$ cat src/rtl/memcs_pkg.sv
package memcs_pkg;
  localparam int unsigned GRP_N = 3;

  function automatic logic [GRP_N-1:0] grp_decode(input logic [1:0] code);
    logic [GRP_N-1:0] oh;
    unique case (code)
      2'b10:   oh = 3'b010;
      2'b11:   oh = 3'b100;
      default: oh = 3'b001;
    endcase
    return oh;
  endfunction
endpackage

$ cat src/rtl/memcs_regfile.sv
module memcs_regfile #(
  parameter int unsigned DATA_W = 8,
  parameter int unsigned IO_AW = 8,
  parameter int unsigned CTRL_W = 4,
  parameter logic [7:0] BND_BASE = 8'hE6,
  parameter logic [7:0] CTRL_OFF = 8'hEF
) (
  input  logic              clk,
  input  logic              rst,
  input  logic [IO_AW-1:0]  io_addr,
  input  logic              io_wr,
  input  logic              io_rd,
  input  logic [DATA_W-1:0] io_wdata,
  output logic [DATA_W-1:0] io_rdata,
  output logic [DATA_W-1:0] bnd_up,
  output logic [DATA_W-1:0] bnd_lo,
  output logic [DATA_W-1:0] bnd_rom,
  output logic [CTRL_W-1:0] ctrl
);
  localparam int unsigned NBND = 3;

  logic [DATA_W-1:0] bnd [NBND];
  logic [CTRL_W-1:0] ctrl_q;

  for (genvar g = 0; g < NBND; g++) begin : g_bnd
    localparam logic [IO_AW-1:0] OFF = IO_AW'(BND_BASE + g);
    logic [DATA_W-1:0] q;
    always_ff @(posedge clk) begin
      if (rst) q <= '1;
      else if (io_wr && io_addr == OFF) q <= io_wdata;
    end
    assign bnd[g] = q;

    p_write_r3: assert property (@(posedge clk) disable iff (rst)
      (io_wr && io_addr == OFF) |=> (q == $past(io_wdata)));
  end

  always_ff @(posedge clk) begin
    if (rst) ctrl_q <= '0;
    else if (io_wr && io_addr == IO_AW'(CTRL_OFF)) ctrl_q <= io_wdata[CTRL_W-1:0];
  end

  always_comb begin
    io_rdata = '0;
    if (io_rd) begin
      for (int i = 0; i < NBND; i++)
        if (io_addr == IO_AW'(BND_BASE + i)) io_rdata = bnd[i];
      if (io_addr == IO_AW'(CTRL_OFF)) io_rdata = DATA_W'(ctrl_q);
    end
  end

  assign bnd_up  = bnd[0];
  assign bnd_lo  = bnd[1];
  assign bnd_rom = bnd[2];
  assign ctrl    = ctrl_q;

  p_rd_idle_r2: assert property (@(posedge clk) disable iff (rst)
    !io_rd |-> (io_rdata == '0));
  p_ctrl_hi_r11: assert property (@(posedge clk) disable iff (rst)
    (io_rd && io_addr == IO_AW'(CTRL_OFF)) |-> (io_rdata[DATA_W-1:CTRL_W] == '0));
endmodule

$ cat src/rtl/memcs_cmp.sv
module memcs_cmp #(
  parameter int unsigned ADDR_W = 20,
  parameter int unsigned PAGE_W = 8
) (
  input  logic              clk,
  input  logic              rst,
  input  logic [ADDR_W-1:0] addr,
  input  logic              mreq,
  input  logic [PAGE_W-1:0] bnd_up,
  input  logic [PAGE_W-1:0] bnd_lo,
  input  logic [PAGE_W-1:0] bnd_rom,
  input  logic              rom_dis,
  output logic              rom_cs_n,
  output logic              ram_cs_n
);
  localparam int unsigned PAGE_LSB = ADDR_W - PAGE_W;

  logic [PAGE_W-1:0] page;
  logic rom_hit, ram_hit;

  assign page    = addr[ADDR_W-1:PAGE_LSB];
  assign rom_hit = mreq && !rom_dis && (page < bnd_rom);
  assign ram_hit = mreq && !rom_hit && (page >= bnd_lo) && (page <= bnd_up);

  always_ff @(posedge clk) begin
    if (rst) begin
      rom_cs_n <= 1'b1;
      ram_cs_n <= 1'b1;
    end else begin
      rom_cs_n <= !rom_hit;
      ram_cs_n <= !ram_hit;
    end
  end

  p_rom_dis_r5: assert property (@(posedge clk) disable iff (rst)
    $past(rom_dis) |-> rom_cs_n);
  p_no_mreq_r8: assert property (@(posedge clk) disable iff (rst)
    !$past(mreq) |-> (rom_cs_n && ram_cs_n));
  p_excl_r7: assert property (@(posedge clk) disable iff (rst)
    !(rom_cs_n == 1'b0 && ram_cs_n == 1'b0));
endmodule

$ cat src/rtl/memcs_pinmux.sv
module memcs_pinmux
  import memcs_pkg::*;
#(
  parameter int unsigned CTRL_W = 4
) (
  input  logic [CTRL_W-1:0] ctrl,
  output logic [GRP_N-1:0]  pin_grp,
  output logic              prio_swap
);
  assign pin_grp   = grp_decode(ctrl[2:1]);
  assign prio_swap = ctrl[0];

  always_comb begin
    p_grp_onehot_r9: assert ($countones(pin_grp) == 1);
  end
endmodule

$ cat src/rtl/memcs_decoder.sv
module memcs_decoder
  import memcs_pkg::*;
#(
  parameter int unsigned ADDR_W = 20,
  parameter int unsigned DATA_W = 8,
  parameter int unsigned IO_AW = 8,
  parameter logic [7:0] BND_BASE = 8'hE6,
  parameter logic [7:0] CTRL_OFF = 8'hEF
) (
  input  logic              clk,
  input  logic              rst,
  input  logic [ADDR_W-1:0] addr,
  input  logic              mreq,
  input  logic [IO_AW-1:0]  io_addr,
  input  logic              io_wr,
  input  logic              io_rd,
  input  logic [DATA_W-1:0] io_wdata,
  output logic [DATA_W-1:0] io_rdata,
  output logic              rom_cs_n,
  output logic              ram_cs_n,
  output logic [GRP_N-1:0]  pin_grp,
  output logic              prio_swap
);
  localparam int unsigned CTRL_W = 4;
  localparam int unsigned ROM_DIS_BIT = 3;

  logic [DATA_W-1:0] bnd_up, bnd_lo, bnd_rom;
  logic [CTRL_W-1:0] ctrl;

  memcs_regfile #(
    .DATA_W(DATA_W), .IO_AW(IO_AW), .CTRL_W(CTRL_W),
    .BND_BASE(BND_BASE), .CTRL_OFF(CTRL_OFF)
  ) u_regs (
    .clk(clk), .rst(rst), .io_addr(io_addr), .io_wr(io_wr), .io_rd(io_rd),
    .io_wdata(io_wdata), .io_rdata(io_rdata),
    .bnd_up(bnd_up), .bnd_lo(bnd_lo), .bnd_rom(bnd_rom), .ctrl(ctrl)
  );

  memcs_cmp #(.ADDR_W(ADDR_W), .PAGE_W(DATA_W)) u_cmp (
    .clk(clk), .rst(rst), .addr(addr), .mreq(mreq),
    .bnd_up(bnd_up), .bnd_lo(bnd_lo), .bnd_rom(bnd_rom),
    .rom_dis(ctrl[ROM_DIS_BIT]), .rom_cs_n(rom_cs_n), .ram_cs_n(ram_cs_n)
  );

  memcs_pinmux #(.CTRL_W(CTRL_W)) u_mux (
    .ctrl(ctrl), .pin_grp(pin_grp), .prio_swap(prio_swap)
  );

  p_reset_r1: assert property (@(posedge clk)
    $past(rst) |-> (rom_cs_n && ram_cs_n));
  p_prio_r10: assert property (@(posedge clk) disable iff (rst)
    (io_wr && io_addr == IO_AW'(CTRL_OFF)) |=> (prio_swap == $past(io_wdata[0])));
endmodule

$ cat config.mk
export PLATFORM = sky130hd
export DESIGN_NAME = memcs_decoder
export DESIGN_NICKNAME = d
export VERILOG_FILES = /design/src/rtl/memcs_pkg.sv /design/src/rtl/memcs_regfile.sv /design/src/rtl/memcs_cmp.sv /design/src/rtl/memcs_pinmux.sv /design/src/rtl/memcs_decoder.sv
export SDC_FILE = /design/constraint.sdc
export NUM_CORES = 1
export LEC_CHECK = 0
export ABC_CLOCK_PERIOD_IN_PS = 1900
export BUFFER_PORTS_ARGS = -buffer_cell sky130_fd_sc_hd__buf_2
export CAP_MARGIN = 30
export CORE_MARGIN = 1
export CORE_UTILIZATION = 30
export CTS_BUF_LIST = sky130_fd_sc_hd__clkbuf_8
export CTS_CLUSTER_DIAMETER = 50
export DETAILED_ROUTE_END_ITERATION = 12
export PLACE_DENSITY = 0.59
export SLEW_MARGIN = 30
export SYNTH_ARGS = -nofsm -noshare
export SYNTH_HDL_FRONTEND = slang
export SYNTH_SLANG_ARGS = --single-unit
export TNS_END_PERCENT = 50
$ cat constraint.sdc
create_clock -name clk -period 1.9 [get_ports clk]
set_clock_uncertainty 0.05 [all_clocks]
set_input_delay 0.19 -clock clk [delete_from_list [all_inputs] [get_ports clk]]
set_output_delay 0.19 -clock clk [all_outputs]
set_load 0.02 [all_outputs]
**Word level (Yosys, flattened, before mapping)**

Cells that the tools add are included.

- Output and inout bits: 14
- Register bits: 30

- Magnitude comparators: 3
- Equal/unequal tests: 6
- Reductions and logical operators: 12
- Muxes and demuxes: 6

Operators with widths:

| operator | count |
|---|---|
| 2-to-1 mux 8 bit | 5 |
| == test 8 bit (second input constant) | 4 |
| logical AND 1 bit | 9 |
| >= comparator 8 bit | 1 |
| less-or-equal comparator 8 bit | 1 |
| < comparator 8 bit | 1 |
| case mux 3 bit (2 select lines) | 1 |
| == test 2 bit (second input constant) | 2 |
| zero test 1 bit | 3 |

**Longest topological paths before layout**

- Depth after elaboration: 8
- Depth in mapped cells: 7
- Mapped depth without buffers: 7

**Modules after synthesis**

A second synthesis with hierarchy kept.

- Cell total of the unflattened synthesis: 239
- Area total of the unflattened synthesis: 2047.0 um2

Modules (own cells, without submodules):

| module | cells an instance | area each (um2) | instances |
|---|---|---|---|
| memcs_regfile | 153 | 1400.1 | 1 |
| memcs_cmp | 82 | 619.3 | 1 |
| memcs_pinmux | 4 | 27.5 | 1 |

**Worst setup path before layout**

Ideal clock, no wire load.

- Path type: input-to-output
- Start point: in io_addr[3]
- End point: out io_rdata[6]
- Arrival time: 1546 ps
- Cell stages on the path: 5
- Setup slack: 114 ps
- Cell sequence: buf_4 -> nor4b_1 -> and2b_1 -> a22oi_1 -> a21oi_1

- Word-level cells in the longest chain between the ends: 6
- Elaborated cells between the ends (all ways): 9
- Classes of those cells: eq/ne (4); mux (5)

Ends and longest elaborated chain:

| what | line | source |
|---|---|---|
| from (decl) | memcs_decoder.sv:14 | `input logic [IO_AW-1:0] io_addr,` |
| == test 8 bit | memcs_regfile.sv:47 | `if (io_addr == IO_AW'(BND_BASE + i)) io_rdata = bnd[i];` |
| 2-to-1 mux 8 bit (3 in series) | memcs_regfile.sv:47 |  |
| 2-to-1 mux 8 bit (*) | memcs_regfile.sv:48 | `if (io_addr == IO_AW'(CTRL_OFF)) io_rdata = DATA_W'(ctrl_q);` |
| 2-to-1 mux 8 bit (*) | memcs_regfile.sv:45 | `if (io_rd) begin` |
| to (decl) | memcs_decoder.sv:18 | `output logic [DATA_W-1:0] io_rdata,` |

Every way passes the cells marked *; elsewhere a longest branch is shown, timed or not.

**Worst setup path in the final report**

- Start point: reg u_regs.g_bnd[0].q[1], in the netlist u_regs.bnd_up[1]
- End point: reg u_cmp.ram_cs_n

- Word-level cells in the longest chain between the ends: 3

Ends and longest elaborated chain:

| what | line | source |
|---|---|---|
| from (decl) | memcs_regfile.sv:27 | `logic [DATA_W-1:0] q;` |
| from (signal assigned) | memcs_regfile.sv:30 | `else if (io_wr && io_addr == OFF) q <= io_wdata;` |
| less-or-equal comparator 8 bit | memcs_cmp.sv:23 | `assign ram_hit = mreq && !rom_hit && (page >= bnd_lo) && (page <= bnd_up);` |
| logical AND 1 bit | memcs_cmp.sv:23 |  |
| zero test 1 bit | memcs_cmp.sv:31 | `ram_cs_n <= !ram_hit;` |
| to (signal assigned) | memcs_cmp.sv:31 |  |
| to (decl) | memcs_cmp.sv:14 | `output logic ram_cs_n` |

Every way passes these cells.
A chain may end at the register's enable or synchronous reset.

==> out/results.ini <==
[logic_synthesis]
syn_nets=302
yosys-top-cells-area=dfxtp_1 31%, ha_1 15%, a211o_1 9.8%, inv_1 6.9%, nor2_1 5.2%
synth_edf_count=0
synthDistinctLibCells=41
yosysMostFrequentCell=inv_1
async_flop_share=0
synth_common_cells=36 x inv_1, 30 x dfxtp_1, 27 x nor2_1
ys_seq_elements=30
synth_top_cell_area_share=0.3055
synth_largest_area_cell=dfxtp_1
yosys_warnings=0
syn_avg_cell_area_um2=8.259
netlist_instances=238
synth.cell_area_mm2=0.001966
yosysSeqAreaShare=0.3055
synth_ff_type=dfxtp_1

[finish]
syn_to_final_growth_pct=24.06
drive_above_1_share=0.2432
finalNetCount=355
antenna_cells=0

[sta]
fin_crit_sh=0.9467
fin_ws_ns=0.1012
tightest_slew_ns=0.3690
setup_violations=0
hold_viol_final=0
setup_tns_ns=0
rsz0062_at_grt=no
max_freq_ghz=0.5559
slew_violations=0
min_period_ns=1.799
slew_headroom=0.7514

[outcome]
status=complete, no violations

[floorplanning]
dieHeight_um=82.95
core_area_mm2=0.006350
dieWidth_um=82.95
row_count=29
start_util=0.3096
num_io_pins=55
die_area_mm2=0.006880

[global_routing]
use_met1=0.1995
met2_usage=0.2735
grt_use_met3=0.03479
gr-total-overflow=0
grt_pass1_wl_mm=8.742
grt_max_degree=30
antenna_found_initial=0
grt_util_all_layers=0.1582
grt-busiest-layer=met2
grt_pass1_vias=1787

[route]
wl_per_cell_um=13.98
first_pass_iters=4
drt_iter0_markers=87
ant_nets=0
routed_wl_mm=5.160
drc_errors=0
vias_per_cell=5.068
vias=1870

[worst_hold_path]
holdPathStages=2
hold_class=in2reg
hp-start=io_wdata[6]
hold_end=u_regs.bnd_up[6]$_SDFFE_PP1P_

[worst_setup_path]
r2r_slack_ns=0.10
crit_type=reg2reg
crit_start=u_regs.bnd_up[1]$_SDFFE_PP1P_
path_buf_inv=1
worstPathMaxFanout=3
crit_chain=inv_1, ha_1, nand2_1, o31a_1, a2111oi_4, o311ai_1
reg2reg_to=u_cmp.ram_cs_n$_SDFF_PP1_
max_stage_delay_ns=0.34
reg2regPathDepth=6
timing.critical_path.required_ns=2.00
cp_slowest_cell=a2111oi_4
reg2reg_from=u_regs.bnd_up[1]$_SDFFE_PP1P_
critPathArrivalTime_ns=1.90
end_kind=flop
crit_path_start_kind=flop
cp_top_family=compound AO/OA/AOI/OAI gates

[clock_network]
clk_path_buf_depth=2
cts_root_buf=clkbuf_8
cts_buffers=5
insertion_delay_ns=0.29
cts_setup_buffers=0
cts_sinks=30
cts_tree=built
path_clk_slew_ns=0.07
cts_max_level=2

[power]
power_density_mw_per_mm2=541.9
p_switching_uw=341.1
p_comb_frac=0.114
sw_frac_of_total=0.2581
internal-power_uw=980.4
worst_ir_drop_vdd_v=0.0002634
power.share.clock=0.407
seqPwrFrac=0.479
p_leak_uw=0.001332

[placed_design]
routabilityCongestion=0.7993
portBuffers=42
dpl_worst_slack_ns=-0.1335
dp_hpwl_mm=4.134

[flow_run]
cap_violations=0

==> timing repair <==
item                                    in CTS  in global routing
endpoints found under the setup margin       1                  3
endpoints found under the hold margin        0                  0
resized for setup                            3                  6
cloned                                       0                  0
pin swaps                                    0                  3
hold buffers                                 0                  0
==> layer usage <==
metal	part of all wire	routed length, um
met1	0.46	2380
met2	0.48	2478
met3	0.050	257
met4	0.0083	43
met5	0	0
==> cells by family after synthesis <==
logic type                 synth area share
AOI/OAI and AO/OA                    0.2457
DFF                                  0.3055
muxes                               0.02037
adders and majority gates            0.1464
buffers and inverters                0.1006
and+or+nand+nor                      0.1814
==> state kept, by name (all words and copies together), names as in the netlist <==
| register | count |
|---|---|
| u_cmp.rom_cs_n | 1 |
| u_cmp.ram_cs_n | 1 |
| u_regs.ctrl | 4 |
| u_regs.bnd_rom | 8 |
| u_regs.bnd_up | 8 |
| u_regs.bnd_lo | 8 |
==> power groups by stage <==
stage	Clock [uW]	Combinational (uW)	Sequential (uW)
4_1_cts	545	148	632
3_3_place_gp	0	143	647
5_1_grt	578	170	632
2_1_floorplan	0	66.3	648
3_5_place_dp	0	145	647
6_report	538	151	632
==> final cells by class <==
class                      count  area [um2]
clock buffer                   6       82.58
clock inverter                 2       8.758
fill                         661        3911
inverter                      36       135.1
multi-input combinational    163        1206
sequential                    30       601.8
tap                           77       96.34
timing repair buffer          55       307.8
==> through the flow <==
step | hold WS [ns] | power [uW] | area (um2) | util | instances
3_5_place_dp | 0.3815 | 792.1 | 2307 | 0.3634 | 361
3_3_place_gp | 0.3804 | 789.5 | 2307 | 0.3634 | 361
4_1_cts | 0.08914 | 1325 | 2405 | 0.3787 | 369
5_1_grt | 0.09845 | 1380 | 2439 | 0.3840 | 369
6_report | 0.09275 | 1321 | 2439 | 0.3840 | 369
2_1_floorplan | 0.2578 | 714.2 | 1966 | - | 238
==> placed cells by master, fill, tap and decap left out, types with 2 or more instances in the layout <==
master / count
nand4_1: 2
mux2i_1: 4
buf_4: 13
clkbuf_8: 6
inv_1: 37
o21a_1: 2
o21ai_0: 12
ha_1: 22
dfxtp_1: 29
nor3_1: 3
nand2_1: 13
and3_1: 9
nor2_1: 27
a22oi_1: 2
nand3_1: 2
and2_1: 2
a211o_1: 22
a222oi_1: 2
o211ai_1: 2
a21oi_1: 16
buf_2: 42
==> how the worst max path moves through the flow <==
stage / endpoint / cells after the start / slack [ns]
floorplan: io_rdata[6] / 5 / 0.11
global placement: u_cmp.ram_cs_n$_SDFF_PP1_ / 6 / -0.16
detailed placement: u_cmp.ram_cs_n$_SDFF_PP1_ / 6 / -0.13
CTS: u_cmp.ram_cs_n$_SDFF_PP1_ / 6 / 0.02
global route: u_cmp.rom_cs_n$_SDFF_PP1_ / 6 / 0.02
finish: u_cmp.ram_cs_n$_SDFF_PP1_ / 6 / 0.10
Power figures use the tool's default switching activity.
